<file path="src/rtl/amxm_pkg.sv">
package amxm_pkg;

    parameter int unsigned MAP_DEPTH    = 16;
    parameter int unsigned WORD_W       = 32;
    parameter int unsigned ACC_LAT      = 2;
    parameter int unsigned ADDR_FIELD_W = 6;

    localparam int unsigned MAP_AW   = $clog2(MAP_DEPTH);
    localparam int unsigned BUSY_BIT = 31;
    localparam int unsigned RW_BIT   = 14;
    localparam int unsigned INIT_BIT = 12;

    typedef enum logic {
        OP_READ  = 1'b0,
        OP_WRITE = 1'b1
    } acc_op_e;

    typedef struct packed {
        logic [MAP_AW-1:0] addr;
        logic              rw;
        logic              armed;
    } ctl_state_t;

    function automatic logic [31:0] ctl_word(input logic busy, input ctl_state_t st);
        logic [31:0] w;
        w               = '0;
        w[BUSY_BIT]     = busy;
        w[RW_BIT]       = st.rw;
        w[INIT_BIT]     = st.armed;
        w[MAP_AW-1:0]   = st.addr;
        return w;
    endfunction

endpackage

</file>
<file path="src/rtl/amxm_map_store.sv">
module amxm_map_store #(
    parameter int unsigned DEPTH = amxm_pkg::MAP_DEPTH,
    parameter int unsigned W     = amxm_pkg::WORD_W,
    localparam int unsigned AW   = $clog2(DEPTH)
) (
    input  logic          clk,
    input  logic          rst,
    input  logic          we,
    input  logic [AW-1:0] waddr,
    input  logic [W-1:0]  wdata,
    input  logic [AW-1:0] raddr_a,
    output logic [W-1:0]  rdata_a,
    input  logic [AW-1:0] raddr_b,
    output logic [W-1:0]  rdata_b
);

    logic [W-1:0] mem [DEPTH];

    always_ff @(posedge clk) begin
        if (rst) begin
            for (int i = 0; i < int'(DEPTH); i++) mem[i] <= '0;
        end else if (we) begin
            mem[waddr] <= wdata;
        end
    end

    assign rdata_a = mem[raddr_a];
    assign rdata_b = mem[raddr_b];


    ram_commit_chk: assert property (@(posedge clk) disable iff (rst)
        we |=> mem[$past(waddr)] == $past(wdata));

endmodule

</file>
<file path="src/rtl/amxm_access_seq.sv">
module amxm_access_seq
    import amxm_pkg::*;
#(
    parameter int unsigned LAT = amxm_pkg::ACC_LAT,
    localparam int unsigned CNT_W = (LAT > 1) ? $clog2(LAT) : 1
) (
    input  logic    clk,
    input  logic    rst,
    input  logic    start,
    input  acc_op_e op,
    output logic    busy,
    output logic    capture,
    output logic    commit,
    output logic    done
);

    logic             busy_q;
    logic [CNT_W-1:0] cnt_q;
    acc_op_e          op_q;

    assign busy    = busy_q;
    assign done    = busy_q && (cnt_q == CNT_W'(LAT - 1));
    assign capture = busy_q && (op_q == OP_READ) && (cnt_q == CNT_W'(LAT - 2));
    assign commit  = done && (op_q == OP_WRITE);

    always_ff @(posedge clk) begin
        if (rst) begin
            busy_q <= 1'b0;
            cnt_q  <= '0;
            op_q   <= OP_READ;
        end else if (!busy_q) begin
            if (start) begin
                busy_q <= 1'b1;
                cnt_q  <= '0;
                op_q   <= op;
            end
        end else if (done) begin
            busy_q <= 1'b0;
            cnt_q  <= '0;
        end else begin
            cnt_q <= cnt_q + 1'b1;
        end
    end


    busy_hold_chk: assert property (@(posedge clk) disable iff (rst)
        $rose(busy_q) |=> busy_q);


    busy_end_chk: assert property (@(posedge clk) disable iff (rst)
        (busy_q && $past(busy_q)) |=> !busy_q);


    capture_inside_chk: assert property (@(posedge clk) disable iff (rst)
        capture |=> busy_q);

endmodule

</file>
<file path="src/rtl/amxm_port.sv">
module amxm_port
    import amxm_pkg::*;
#(
    parameter int unsigned DEPTH = amxm_pkg::MAP_DEPTH,
    parameter int unsigned LAT   = amxm_pkg::ACC_LAT,
    localparam int unsigned AW   = $clog2(DEPTH)
) (
    input  logic          clk,
    input  logic          rst,
    input  logic          reg_wr,
    input  logic          reg_sel,
    input  logic [31:0]   reg_wdata,
    input  logic          reg_rsel,
    output logic [31:0]   reg_rdata,
    input  logic [AW-1:0] map_idx,
    output logic [31:0]   map_word
);

    ctl_state_t  ctl_q;
    logic [31:0] data_q;
    logic [31:0] acc_rdata;
    logic        busy, capture, commit, done;
    logic        wr_ok, ctl_wr, dat_wr, start;
    logic        w_init, w_rw;
    acc_op_e     start_op;

    assign w_init   = reg_wdata[INIT_BIT];
    assign w_rw     = reg_wdata[RW_BIT];
    assign wr_ok    = reg_wr && !busy;
    assign ctl_wr   = wr_ok && (reg_sel == 1'b0);
    assign dat_wr   = wr_ok && (reg_sel == 1'b1);
    assign start    = ctl_wr && w_init && ctl_q.armed;
    assign start_op = w_rw ? OP_WRITE : OP_READ;

    amxm_access_seq #(.LAT(LAT)) u_seq (
        .clk     (clk),
        .rst     (rst),
        .start   (start),
        .op      (start_op),
        .busy    (busy),
        .capture (capture),
        .commit  (commit),
        .done    (done)
    );

    amxm_map_store #(.DEPTH(DEPTH), .W(32)) u_store (
        .clk     (clk),
        .rst     (rst),
        .we      (commit),
        .waddr   (ctl_q.addr),
        .wdata   (data_q),
        .raddr_a (ctl_q.addr),
        .rdata_a (acc_rdata),
        .raddr_b (map_idx),
        .rdata_b (map_word)
    );

    always_ff @(posedge clk) begin
        if (rst) begin
            ctl_q <= '0;
        end else if (ctl_wr) begin
            ctl_q.rw <= w_rw;
            if (!w_init) begin
                ctl_q.addr  <= AW'(reg_wdata[ADDR_FIELD_W-1:0]);
                ctl_q.armed <= 1'b0;
            end else begin
                ctl_q.armed <= 1'b1;
            end
        end else if (done) begin
            ctl_q.addr <= ctl_q.addr + 1'b1;
        end
    end

    always_ff @(posedge clk) begin
        if (rst) begin
            data_q <= '0;
        end else if (dat_wr) begin
            data_q <= reg_wdata;
        end else if (capture) begin
            data_q <= acc_rdata;
        end
    end

    assign reg_rdata = reg_rsel ? data_q : ctl_word(busy, ctl_q);


    start_idle_chk: assert property (@(posedge clk) disable iff (rst)
        start |-> !busy);


    armed_hold_chk: assert property (@(posedge clk) disable iff (rst)
        (busy && reg_wr) |=> $stable(ctl_q.armed) && $stable(ctl_q.rw));


    addr_step_chk: assert property (@(posedge clk) disable iff (rst)
        done |=> ctl_q.addr == AW'($past(ctl_q.addr) + 1'b1));


    stay_armed_chk: assert property (@(posedge clk) disable iff (rst)
        done |=> ctl_q.armed);

endmodule

</file>
<file path="config.mk">
export PLATFORM = sky130hd
export DESIGN_NAME = amxm_port
export DESIGN_NICKNAME = d
export VERILOG_FILES = /design/src/rtl/amxm_pkg.sv /design/src/rtl/amxm_map_store.sv /design/src/rtl/amxm_access_seq.sv /design/src/rtl/amxm_port.sv
export SDC_FILE = /design/constraint.sdc
export NUM_CORES = 1
export LEC_CHECK = 0
export BUFFER_PORTS_ARGS = -buffer_cell sky130_fd_sc_hd__clkbuf_2
export CAP_MARGIN = 0
export CELL_PAD_IN_SITES_DETAIL_PLACEMENT = 0
export CELL_PAD_IN_SITES_GLOBAL_PLACEMENT = 1
export CORE_AREA = 2 2 245 247
export CTS_CLUSTER_SIZE = 14
export DETAILED_ROUTE_END_ITERATION = 8
export DIE_AREA = 0 0 247 249
export GPL_TIMING_DRIVEN = 0
export PLACE_DENSITY_LB_ADDON = 0.1
export SETUP_SLACK_MARGIN = 0.4
export SLEW_MARGIN = 20
export SYNTH_ARGS = -nofsm -noshare
export SYNTH_HDL_FRONTEND = slang
export SYNTH_SLANG_ARGS = --single-unit
</file>
<file path="constraint.sdc">
create_clock -name clk -period 4.3 [get_ports clk]
set_input_delay 1.29 -clock clk [delete_from_list [all_inputs] [get_ports clk]]
set_output_delay 1.29 -clock clk [all_outputs]
set_load 0.02 [all_outputs]
</file>
After elaboration in Yosys (flattened, before gate mapping) --
Memory sizes are Yosys's and may differ from the RTL's. A register that Yosys moved wholly into a read port is not among the register bits. Cells that the tools add are included.
Word-level totals: register bits 41, output and inout port bits 64, RAM bits 512, memories 1, input bits 41
Memories:
- u_store.mem | depth 16, bits a word 32, read ports 2, clocked after Yosys merged registers in 1, write ports 16, RTL line amxm_map_store.sv:17 | logic [W-1:0] mem [DEPTH];
Cells by class: add/sub/neg operators 2, multiplexer cells 24, bitwise logic cells 4, eq/ne operators 1, reductions and logical operators 16
Operator list (count):
- 32-bit 2-to-1 mux | 4
- 32-bit OR reduction | 1
- 4-bit 2-to-1 mux | 6
- 1-bit 2-to-1 mux | 14
- 1-bit logical AND | 9
- 2-bit nonzero test | 3
- 4-bit by 1-bit adder with 4-bit output (second input constant) | 1
- 1-bit NOT | 4
- 2-bit AND reduction | 2
- 2-bit != test (second input constant) | 1
- 1-bit adder (second input constant) | 1
- 1-bit zero test | 1

Depth between registers and ports, before layout --
Gate-level depths: netlist of run 1.
depth after elaboration 7, depth in mapped cells 8, mapped depth without buffers 5

Modules after synthesis --
A second synthesis of run 1 with hierarchy kept.
Second synthesis, totals: cell total of the unflattened synthesis 1917, area, all modules 28752.6 um^2
By module, submodules not included:
- amxm_map_store | instances 1, cells each 1687, area each 26581.7 um^2, sequential area each 15374.7 um^2
- amxm_port | instances 1, cells each 216, area each 2033.2 um^2, sequential area each 760.7 um^2
- amxm_access_seq | instances 1, cells each 14, area each 137.6 um^2, sequential area each 60.1 um^2

Worst setup path before layout of run 1 --
Ideal clock, no wire load.
kind input to output, start point input map_idx[0], end point output map_word[12], path slack 0.314 ns, path buffers 2, data arrival time 2.696 ns, cell stages on the path 4, required time 3.010 ns, path through buf_6 > buf_6 > mux4_1 > mux4_2
On the way: word-level cells in the longest chain between the ends 1
RTL lines:
- start: declaration | RTL line amxm_port.sv:15 | input logic [AW-1:0] map_idx,
- memory 16 x 32 bit
- end: declaration | RTL line amxm_port.sv:16 | output logic [31:0] map_word
No other way between the ends.

Worst setup path after layout of run 1 --
start point input map_idx[0], end point output map_word[31]
The elaborated chain is that of the path after synthesis.

==> results of run 1 <==
[metrics by stage]
step	utilization [%]	std cells	area [um2]
3_5_place_dp	52.5	2780	30800
4_1_cts	56.4	2900	33100
5_1_grt	56.6	2901	33200
3_3_place_gp	52.4	2778	30700
2_1_floorplan	-	1905	29300
6_report	56.6	2902	33200
[worst min-delay path, delay by kind of cell (launching register included)]
family / cells / cell delay [ns]
flops: 1 / 0.33
mux: 1 / 0.13
simple gates: 1 / 0.05
[power by group through the flow]
| stage | clock network [mW] | logic (mW) | registers, mW |
|---|---|---|---|
| after floorplan | 0 | 0.837 | 6.27 |
| after global placement | 0 | 1.31 | 6.33 |
| after detailed placement | 0 | 1.33 | 6.33 |
| after CTS | 5.25 | 1.38 | 6.22 |
| after global routing | 5.47 | 1.45 | 6.25 |
| final | 5.26 | 1.41 | 6.23 |
[layer usage]
metal	up-vias	wire, um	track usage (%)
met4	0	6280	17.2
met1	9975	40900	47.6
li1	7713	-	-
met2	1325	50600	55.4
met3	329	12800	10.5
met5	-	0	0
[cell type report]
type,count,area (um2)
inverter,4,15.0
sequential,557,16300
antenna,1,2.50
fill,4685,25500
clock buffer,88,1720
multi-input combinational,1159,12000
clock inverter,28,234
tap,773,967
buffer,185,1330
timing repair buffer,107,722
[state kept, by name, indices dropped and copies added (netlist names), named ones only]
register and cells:
u_store.mem 512, u_seq.op_q 1, u_seq.busy 1, u_seq.cnt_q 1
data_q 32, ctl_q 6
[worst paths after layout]
check             startpoint            to  depth (start not counted)
setup / recovery  map_idx[0]  map_word[31]                          5
hold / removal      ctl_q[0]      ctl_q[0]                          2
setup reg to reg        flop    data_q[11]                          7
hold reg to reg     ctl_q[0]      ctl_q[0]                          2
[cell families after synthesis]
group | count (synthesis)
buffers and inverters | 189
DFF | 557
AOI/OAI and AO/OA | 160
adders and majority gates | 4
muxes | 361
xor gates and xnor gates | 1
and+or+nand+nor | 633
[synth_stat cells, drive strengths merged]
library cell,count
nor2b,2
a21boi,17
clkbuf,117
buf,66
mux2,22
o21ai,25
nand2b,3
nand3,16
a221oi,18
nor3b,3
clkinv,1
xnor2,1
a211oi,33
dlygate4sd1,2
a2bb2oi,15
nor3,6
nand3b,1
mux2i,83
edfxtp,512
dfxtp,45
or2,16
nor2,19
and4b,1
o22ai,32
and3,1
mux4,256
ha,4
a21oi,4
or3b,1
inv,3
and2,541
nand2,23
o21a,16
[timing repair]
item	in CTS	in global routing
resized for setup	64	24
hold buffers	0	0
setup buffers	0	0
endpoints found under the setup margin	60	34
cloned	4	1
==> flow_summary.rst, run 1 <==
.. list-table::
   :header-rows: 1

   * - Metric
     - Value
   * - Status
     - finished, final reports clean
   * - Slack of the worst reg-to-reg path
     - 1.30 ns
   * - Final number of setup-violating endpoints
     - 0
   * - CP startpoint kind
     - input pin
   * - Xor and xnor area share after synthesis
     - 0.0300%
   * - Worst-case clock buffer depth
     - 3
   * - Kind of critical path
     - input pin to output port
   * - Post-synthesis share of cell area spent on full adders, half adders and majority gates
     - 0.171%
   * - Top delay family on crit path
     - multiplexers
   * - Most frequent standard cell in the layout excluding fill and tap cells
     - and2_1
   * - Dominant combinational cell family by area after synthesis
     - multiplexers
   * - Warning count from the yosys run
     - 0
   * - Tightest Pin Transition
     - 1.22 ns
   * - Setup repair after global routing missed its margin
     - true
   * - DIE AREA
     - 61500 um2
   * - Width of the chip
     - 247 um
   * - Number of buffers inserted during clock tree synthesis
     - 61
   * - Boundary Pins
     - 105
   * - Accumulated negative setup slack
     - 0 ns
   * - Maximum fanout encountered on the critical timing path
     - 7
   * - Mux cell area share after synthesis
     - 23.6%
   * - Final slew viol count
     - 0
   * - Cell type contributing the most total cell area after synthesis
     - edfxtp_1
   * - Max VDD drop
     - 0.309 mV
   * - Switching power of the nets
     - 3.23 mW
   * - Crit. End Element
     - output port
   * - Detail Route Antenna Nets
     - 0
   * - Worst hold slack
     - 0.549 ns
   * - Sequential-to-total area share from yosys stat
     - 55.7%
   * - Total grt overflow
     - 0
   * - Worst EP arrival
     - 2.93 ns
   * - Maximum clock skew at final layout
     - 0.0210 ns
   * - Post-layout power
     - 12.9 mW
   * - Share of final-layout standard cells stronger than drive strength 1
     - 26.7%
   * - Ratio of routed vias to standard cells
     - 6.67
   * - Cell internal pwr
     - 9.67 mW
   * - Mean area per synthesized cell
     - 15.4 um2
   * - Sequential Power Share
     - 48.3%
   * - Worst max-slew margin expressed relative to the limit
     - 18.6%
   * - Combinational power share
     - 10.9%
   * - PD cells
     - 388 nW/um2
   * - Number of I/O port buffers
     - 100
   * - Highest-delay cell along the critical path
     - mux4_2
   * - Total number of vias
     - 19342
   * - Final-stage net count
     - 2120
   * - Yosys cell types
     - 44
   * - Max Fclk
     - 0.237 GHz
   * - Sinks on the clock net
     - 557
   * - Net Count, Synth
     - 1950
   * - First-pass GRT wire length
     - 150 mm
   * - Number of synthesized register bits
     - 557
   * - Via count of the first global-routing pass
     - 19308
   * - Detailed placement HPWL
     - 68.3 mm
   * - Maximum number of pins on one net before global-route repair
     - 33
   * - Number of DRC markers after the initial detailed-route iteration
     - 2935
   * - Tot GR Track Use
     - 36.2%
   * - Total wirelength of the detailed-routed design
     - 111 mm
   * - Number of violations of the max-capacitance limit
     - 0
   * - Fraction of the mapped netlist area in compound gates
     - 3.88%
   * - Pleak
     - 11.7 nW
   * - Cells along the critical path
     - buf_16 -> buf_16 -> mux4_2 -> mux4_2 -> buf_8
   * - Share of Yosys cell area claimed by the top area cell type
     - 52.6%
   * - Fraction of power spent switching nets
     - 25.1%
   * - Commonest cells after routing, fill and taps aside
     - and2_1 (541), edfxtp_1 (512), mux4_2 (246)
   * - Insertion delay of the later-clocked pin in the worst-skew pair
     - 0.65 ns
   * - TritonCTS clock tree
     - yes
   * - Critical Path RT
     - 3.01 ns
   * - Maximum level of the CTS H-tree
     - 2
   * - Post-Place Setup Slack
     - -0.435 ns
   * - First-pass iteration count of the detailed router
     - 6
   * - Largest cells by area after synthesis
     - edfxtp_1 (53%), mux4_2 (18%), and2_1 (12%), dfxtp_1 (3.1%), mux2i_1 (2.8%)
   * - Overall die height
     - 249 um
   * - Total buffers and inverters traversed by the critical path
     - 3
   * - PnR worst setup slack
     - 0.0848 ns
   * - Antenna violations before repair
     - 9
   * - Number of hold violations in the final report
     - 0
   * - Routed WL per cell
     - 38.1 um
   * - Basic-gate share of the synthesized area counting and, or, nand and nor cells
     - 13.2%
   * - Post-synthesis instance area
     - 29200 um2
   * - Starting density of the core
     - 49.8%
   * - Biggest cell delay along the critical path
     - 0.55 ns
   * - Final critical-path required period
     - 4.22 ns
   * - Number of design rule violations left after detail routing
     - 0
   * - Core Box Area
     - 58700 um2
   * - Cell at the root of the clock tree
     - clkbuf_16
   * - Number of rows in the core area
     - 89
   * - Portion of total power attributed to the clock network
     - 40.8%
   * - Final worst path period share
     - 98.0%
   * - Area growth from synthesis to final layout
     - 13.6%
   * - Min-Delay Path Class
     - flop to flop
   * - Cell count after synthesis
     - 1905
   * - Clock-pin slew on the worst setup and hold paths
     - 0.07 ns
   * - Final weighted congestion of routability-driven global placement
     - 0.893
(Power assumes the default switching activity.)
==> run 2, diff against run 1 <==
--- a/config.mk
+++ b/config.mk
@@ -15,6 +15,7 @@
 export DIE_AREA = 0 0 247 249
 export GPL_TIMING_DRIVEN = 0
 export PLACE_DENSITY_LB_ADDON = 0.1
+export REMOVE_ABC_BUFFERS = 1
 export SETUP_SLACK_MARGIN = 0.4
 export SLEW_MARGIN = 20
 export SYNTH_ARGS = -nofsm -noshare
==> run 2 against run 1 <==
The run now ends with negative setup slack left; cell count decreased by 2.9%; via count decreased by 3.5%; combinational power decreased by 5%; maximum frequency decreased by 2.6%; die area unchanged; utilization increased by 1.4 points; routed wire length decreased by 10%; critical path type unchanged; highest routed layer unchanged.
==> flow_summary.rst, run 2 (synthesis results as in run 1) <==
.. list-table::
   :header-rows: 1

   * - Metric
     - Value
   * - Starting density of the core
     - 49.8% (unchanged)
   * - Number of hold violations in the final report
     - 0 (unchanged)
   * - Slack of the worst reg-to-reg path
     - 1.33 ns (+0.03 ns)
   * - Total grt overflow
     - 0 (unchanged)
   * - Accumulated negative setup slack
     - -0.0873 ns (-0.0873 ns)
   * - First-pass GRT wire length
     - 138 mm (-7.9%)
   * - Setup repair after global routing missed its margin
     - true
   * - Final critical-path required period
     - 4.33 ns (+0.114 ns)
   * - Critical Path RT
     - 3.01 ns (about the same)
   * - Max Fclk
     - 0.231 GHz (-2.6%)
   * - PnR worst setup slack
     - -0.0293 ns (-0.114 ns)
   * - Max FFs per register
     - 512 (unchanged)
   * - Violations in the final reports
     - negative setup slack
   * - Tot GR Track Use
     - 32.4% (-3.8 points)
   * - Final weighted congestion of routability-driven global placement
     - 0.739 (-17%)
   * - Commonest cells after routing, fill and taps aside
     - and2_1 (541), edfxtp_1 (512), mux4_2 (244)
   * - PD cells
     - 373 nW/um2 (-3.9%)
   * - Maximum clock skew at final layout
     - 0.0158 ns (-0.00522 ns)
   * - TritonCTS clock tree
     - yes
   * - DIE AREA
     - 61500 um2 (unchanged)
   * - Area growth from synthesis to final layout
     - 16.4%
   * - Share of final-layout standard cells stronger than drive strength 1
     - 30.0% (+3.3 points)
   * - Number of violations of the max-capacitance limit
     - 0 (unchanged)
   * - Worst hold slack
     - 0.514 ns (-0.0347 ns)
   * - Reg with most FFs
     - u_store.mem
   * - CP startpoint kind
     - input pin
   * - Cells along the critical path
     - clkbuf_16 -> buf_16 -> mux4_4 -> mux4_2 -> buf_6
   * - Width of the chip
     - 247 um (unchanged)
   * - Non-filler cells, final
     - 2819 (-2.9%)
   * - Number of buffers inserted during clock tree synthesis
     - 60 (-1.6%)
   * - Total number of vias
     - 18656 (-3.5%)
   * - Routed WL per cell
     - 35.3 um (-7.4%)
   * - Core Box Area
     - 58700 um2 (unchanged)
   * - First-pass iteration count of the detailed router
     - 5 (-1)
   * - Total wirelength of the detailed-routed design
     - 99.5 mm (-10%)
   * - Worst-case clock buffer depth
     - 3 (unchanged)
   * - Tightest Pin Transition
     - 0.918 ns (-0.304 ns)
   * - Boundary Pins
     - 105 (unchanged)
   * - Cell at the root of the clock tree
     - clkbuf_16
   * - Number of design rule violations left after detail routing
     - 0 (unchanged)
   * - Min-Delay Path Class
     - flop to flop
   * - Overall die height
     - 249 um (unchanged)
   * - Final number of setup-violating endpoints
     - 4 (+4)
   * - Cell area after layout
     - 34000 um2 (+2.5%)
   * - DP Area
     - 31300 um2 (+1.5%)
   * - Crit. End Element
     - output port
   * - Fill cell instance count of the final layout
     - 4501 (-3.9%)
   * - Maximum level of the CTS H-tree
     - 2 (unchanged)
   * - Clock-pin slew on the worst setup and hold paths
     - 0.06 ns (about the same)
   * - Maximum fanout encountered on the critical timing path
     - 7 (unchanged)
   * - Largest registers in the final layout
     - u_store.mem (512), data_q (32), ctl_q (6)
   * - Pleak
     - 12.0 nW (+2.5%)
   * - Final slew viol count
     - 0 (unchanged)
   * - Final worst path period share
     - 101% (+2.7 points)
   * - Hold buffer count at CTS
     - 0 (unchanged)
   * - Maximum number of pins on one net before global-route repair
     - 48 (+45%)
   * - Worst EP arrival
     - 3.04 ns (+0.11 ns)
   * - Status
     - complete, but fails checks
   * - Antenna violations before repair
     - 5 (-4)
   * - Worst max-slew margin expressed relative to the limit
     - 38.8% (+20 points)
   * - Max VDD drop
     - 0.317 mV (+2.5%)
   * - Insertion delay of the later-clocked pin in the worst-skew pair
     - 0.64 ns (about the same)
   * - Via count of the first global-routing pass
     - 18649 (-3.4%)
   * - Detailed placement HPWL
     - 53.4 mm (-22%)
   * - Number of DRC markers after the initial detailed-route iteration
     - 2393 (-18%)
   * - Ratio of routed vias to standard cells
     - 6.62 (-0.71%)
   * - Kind of critical path
     - input pin to output port
   * - Sinks on the clock net
     - 557 (unchanged)
   * - Final-stage net count
     - 2040 (-3.8%)
   * - Cell Count Post-Placement
     - 2667 (-4.1%)
   * - Most frequent standard cell in the layout excluding fill and tap cells
     - and2_1
   * - Detail Route Antenna Nets
     - 0 (unchanged)
   * - Biggest cell delay along the critical path
     - 0.65 ns (+0.10 ns)
   * - Highest-delay cell along the critical path
     - mux4_4
   * - Number of rows in the core area
     - 89 (unchanged)
   * - Post-Place Setup Slack
     - -0.705 ns (-0.270 ns)
   * - Number of I/O port buffers
     - 104 (+4.0%)
==> run 2: final cells by class <==
| type | count | area [um2] | area share [%] |
|---|---|---|---|
| clock inverters | 21 | 173 | 0.507 |
| inverters | 4 | 16.3 | 0.0478 |
| diodes | 3 | 7.51 | 0.0221 |
| well taps | 773 | 967 | 2.84 |
| repair buffers | 205 | 2720 | 7.99 |
| flip-flops and latches | 557 | 16300 | 47.9 |
| multi-input cells | 1167 | 12200 | 35.7 |
| clock buffers | 89 | 1700 | 5.00 |
==> run 2: final timing paths <==
kind	startpoint	to	cells past startpoint
max	map_idx[0]	map_word[2]	5
max reg2reg	u_seq.busy	u_store.mem[3][30]	5
min reg2reg	ctl_q[0]	ctl_q[0]	2
min	ctl_q[0]	ctl_q[0]	2
==> run 2: repair_timing <==
item                       in CTS  in global routing
gates cloned                   20                 10
resized for setup              33                 52
setup endpoints to repair     166                133
setup buffers                   4                  5
pin swaps                       1                  1
==> run 2: layer usage <==
layer / up-vias / track usage, % / wire length [um]
met4: 0 / 9.16 / 2880
met2: 1201 / 49.4 / 45900
li1: 7558 / - / -
met3: 162 / 7.42 / 10900
met5: - / 0 / 0
met1: 9735 / 46.9 / 39800
==> run 2: worst max-delay path: cells and delay by family <==
family / cells / cell delay, ns
buffers and inverters: 3 / 0.53
multiplexers: 2 / 1.19
==> run 2: through the flow <==
| stage | power [mW] | util [%] |
|---|---|---|
| after floorplan | 7.03 | - |
| after global placement | 7.62 | 50.7 |
| after detailed placement | 7.57 | 53.3 |
| after CTS | 12.7 | 57.5 |
| after global routing | 13.0 | 58.0 |
| final | 12.7 | 58.0 |
==> run 2: power breakdown <==
group          internal [mW]  switching [mW]
Combinational          0.618           0.724
Clock                   2.89            2.20
Sequential              6.09           0.188
==> run 3, diff against run 2 <==
--- a/config.mk
+++ b/config.mk
@@ -17,6 +17,7 @@
 export PLACE_DENSITY_LB_ADDON = 0.1
 export REMOVE_ABC_BUFFERS = 1
 export SETUP_SLACK_MARGIN = 0.4
+export SKIP_LAST_GASP = 1
 export SLEW_MARGIN = 20
 export SYNTH_ARGS = -nofsm -noshare
 export SYNTH_HDL_FRONTEND = slang
==> run 3 against run 2 <==
The run still ends with negative setup slack left; register-to-register slack lost 0.05 ns; non-clock buffer count is the same; sequential power hardly changed; count of clock-buffer cells in the layout unchanged; combinational power is essentially flat; cell area is 0.18% lower; hold slack better by 0.0041 ns; critical endpoint unchanged.
==> flow_summary.rst, run 3 (synthesis results as in run 1) <==
.. list-table::
   :header-rows: 1

   * - Metric
     - Value
   * - Met2 layer usage reported by global route
     - 49.3% (-0.072 points)
   * - Maximum fanout encountered on the critical timing path
     - 7 (unchanged)
   * - Total number of vias
     - 18635 (-0.11%)
   * - PD cells
     - 374 nW/um2 (about the same)
   * - Violations in the final reports
     - negative setup slack
   * - Maximum number of pins on one net before global-route repair
     - 48 (unchanged)
   * - Total grt overflow
     - 0 (unchanged)
   * - Most frequent standard cell in the layout excluding fill and tap cells
     - and2_1
   * - Starting density of the core
     - 49.8% (unchanged)
   * - Clock-pin slew on the worst setup and hold paths
     - 0.06 ns (about the same)
   * - Final number of setup-violating endpoints
     - 2 (-2)
   * - Min-Delay Path Class
     - flop to flop
   * - Antenna violations before repair
     - 5 (unchanged)
   * - Biggest cell delay along the critical path
     - 0.65 ns (about the same)
   * - Detail Route Antenna Nets
     - 0 (unchanged)
   * - Insertion delay of the later-clocked pin in the worst-skew pair
     - 0.64 ns (about the same)
   * - Final critical-path required period
     - 4.32 ns (-0.00462 ns)
   * - Via count of the first global-routing pass
     - 18627 (-0.12%)
   * - Post-Place Setup Slack
     - -0.705 ns (unchanged)
   * - Maximum level of the CTS H-tree
     - 2 (unchanged)
   * - Switching power of the nets
     - 3.11 mW (about the same)
   * - Fraction of power spent switching nets
     - 24.5% (about the same)
   * - Setup repair after global routing missed its margin
     - true
   * - First-pass iteration count of the detailed router
     - 5 (unchanged)
   * - CP startpoint kind
     - input pin
   * - Sequential Power Share
     - 49.4% (about the same)
   * - Number of rows in the core area
     - 89 (unchanged)
   * - Crit. End Element
     - output port
   * - Sinks on the clock net
     - 557 (unchanged)
   * - Area growth from synthesis to final layout
     - 16.2%
   * - Commonest cells after routing, fill and taps aside
     - and2_1 (541), edfxtp_1 (512), mux4_2 (245)
   * - Core Box Area
     - 58700 um2 (unchanged)
   * - Worst hold slack
     - 0.518 ns (+0.00409 ns)
   * - Most Used Layer, Global Route
     - met2
   * - Final worst path period share
     - 101% (-0.11 points)
   * - Tot GR Track Use
     - 32.4% (about the same)
   * - Worst EP arrival
     - 3.03 ns (about the same)
   * - Width of the chip
     - 247 um (unchanged)
   * - Cells along the critical path
     - clkbuf_16 -> buf_16 -> mux4_4 -> mux4_2 -> buf_6
   * - Number of buffers inserted during clock tree synthesis
     - 60 (unchanged)
   * - Slack of the worst reg-to-reg path
     - 1.28 ns (-0.05 ns)
   * - Routed WL per cell
     - 35.2 um (-0.21%)
   * - Combinational power share
     - 10.5% (about the same)
   * - Highest-delay cell along the critical path
     - mux4_4
   * - Final-stage net count
     - 2040 (unchanged)
   * - Hold buffer count at CTS
     - 0 (unchanged)
   * - Final slew viol count
     - 0 (unchanged)
   * - Critical Path RT
     - 3.01 ns (about the same)
   * - Fill cell instance count of the final layout
     - 4502 (+0.022%)
   * - Cell internal pwr
     - 9.58 mW (-0.12%)
   * - Pleak
     - 12.0 nW (-0.21%)
   * - Number of DRC markers after the initial detailed-route iteration
     - 2464 (+3.0%)
   * - Cell at the root of the clock tree
     - clkbuf_16
   * - Number of I/O port buffers
     - 104 (unchanged)
   * - Maximum clock skew at final layout
     - 0.0217 ns (+0.00590 ns)
   * - Total wirelength of the detailed-routed design
     - 99.3 mm (-0.17%)
   * - FF+latch area
     - 16300 um2 (unchanged)
   * - Max FFs per register
     - 512 (unchanged)
   * - Status
     - complete, but fails checks
   * - Met1 Resource Use GR
     - 46.9% (+0.052 points)
   * - Number of hold violations in the final report
     - 0 (unchanged)
   * - Largest registers in the final layout
     - u_store.mem (512), data_q (32), ctl_q (6)
   * - Number of violations of the max-capacitance limit
     - 0 (unchanged)
   * - Area of the multi-input gates
     - 12200 um2 (about the same)
   * - Detailed placement HPWL
     - 53.4 mm (unchanged)
   * - Portion of total power attributed to the clock network
     - 40.1% (about the same)
   * - First-pass GRT wire length
     - 138 mm (about the same)
   * - Share of final-layout standard cells stronger than drive strength 1
     - 30.0% (+0.049 points)
   * - Met3 usage in global routing
     - 7.34% (-0.086 points)
   * - DP Area
     - 31300 um2 (unchanged)
   * - Max VDD drop
     - 0.315 mV (-0.73%)
   * - Worst max-slew margin expressed relative to the limit
     - 38.7% (-0.084 points)
   * - Max Fclk
     - 0.231 GHz (+0.11%)
   * - Ratio of routed vias to standard cells
     - 6.61 (-0.15%)
   * - DIE AREA
     - 61500 um2 (unchanged)
   * - PnR worst setup slack
     - -0.0246 ns (+0.00462 ns)
   * - Number of design rule violations left after detail routing
     - 0 (unchanged)
   * - Kind of critical path
     - input pin to output port
   * - Reg with most FFs
     - u_store.mem
   * - Tightest Pin Transition
     - 0.919 ns (+0.00127 ns)
   * - Boundary Pins
     - 105 (unchanged)
   * - Cell area after layout
     - 34000 um2 (-0.18%)
   * - Overall die height
     - 249 um (unchanged)
   * - TritonCTS clock tree
     - yes
   * - Worst-case clock buffer depth
     - 3 (unchanged)
   * - Final weighted congestion of routability-driven global placement
     - 0.739 (unchanged)
-- run 3: through the flow --
| stage | setup TNS [ns] | util [%] | cells | power [mW] |
|---|---|---|---|---|
| CTS | -0.121 | 57.4 | 2801 | 12.7 |
| global route | -0.0579 | 57.9 | 2816 | 13.0 |
| finish | -0.0286 | 57.9 | 2820 | 12.7 |
| detailed placement | -95.10 | 53.3 | 2667 | 7.57 |
| global placement | -3848.11 | 50.7 | 2597 | 7.62 |
| floorplan | -99.80 | - | 1720 | 7.03 |
-- run 3: worst paths after layout --
kind / startpoint / to / cells past startpoint
min reg2reg: ctl_q[0] / ctl_q[0] / 2
max reg2reg: u_seq.busy / u_store.mem[3][28] / 5
min: ctl_q[0] / ctl_q[0] / 2
max: map_idx[0] / map_word[2] / 5
-- run 3: power groups by stage --
stage | registers (mW) | logic [mW] | clock network (mW)
final | 6.27 | 1.33 | 5.09
after global routing | 6.30 | 1.38 | 5.33
after CTS | 6.27 | 1.27 | 5.11
after detailed placement | 6.39 | 1.19 | 0
after global placement | 6.44 | 1.18 | 0
after floorplan | 6.34 | 0.687 | 0
-- run 3: critical path, delay by kind of cell --
family | cells | cell delay (ns)
buffers and inverters | 3 | 0.53
multiplexers | 2 | 1.18
-- run 3: routing by layer --
layer	up-vias	wire [um]
li1	7553	-
met2	1180	45700
met5	-	0
met3	164	11000
met4	0	2790
met1	9738	39800
-- run 3: area by class of cell --
cell class              count  area share, %
flip-flops and latches    557           48.0
clock inverters            21          0.508
clock buffers              89           5.01
diodes                      4         0.0295
multi-input cells        1167           35.8
well taps                 773           2.85
repair buffers            205           7.83
inverters                   4         0.0479
-- run 3: timing repair --
action                                  in CTS  in global routing
pin swaps                                    1                  1
endpoints found under the setup margin     166                134
cloned                                      20                 10
endpoints found under the hold margin        0                  0
resized for setup                           19                 58
setup buffers                                4                  5
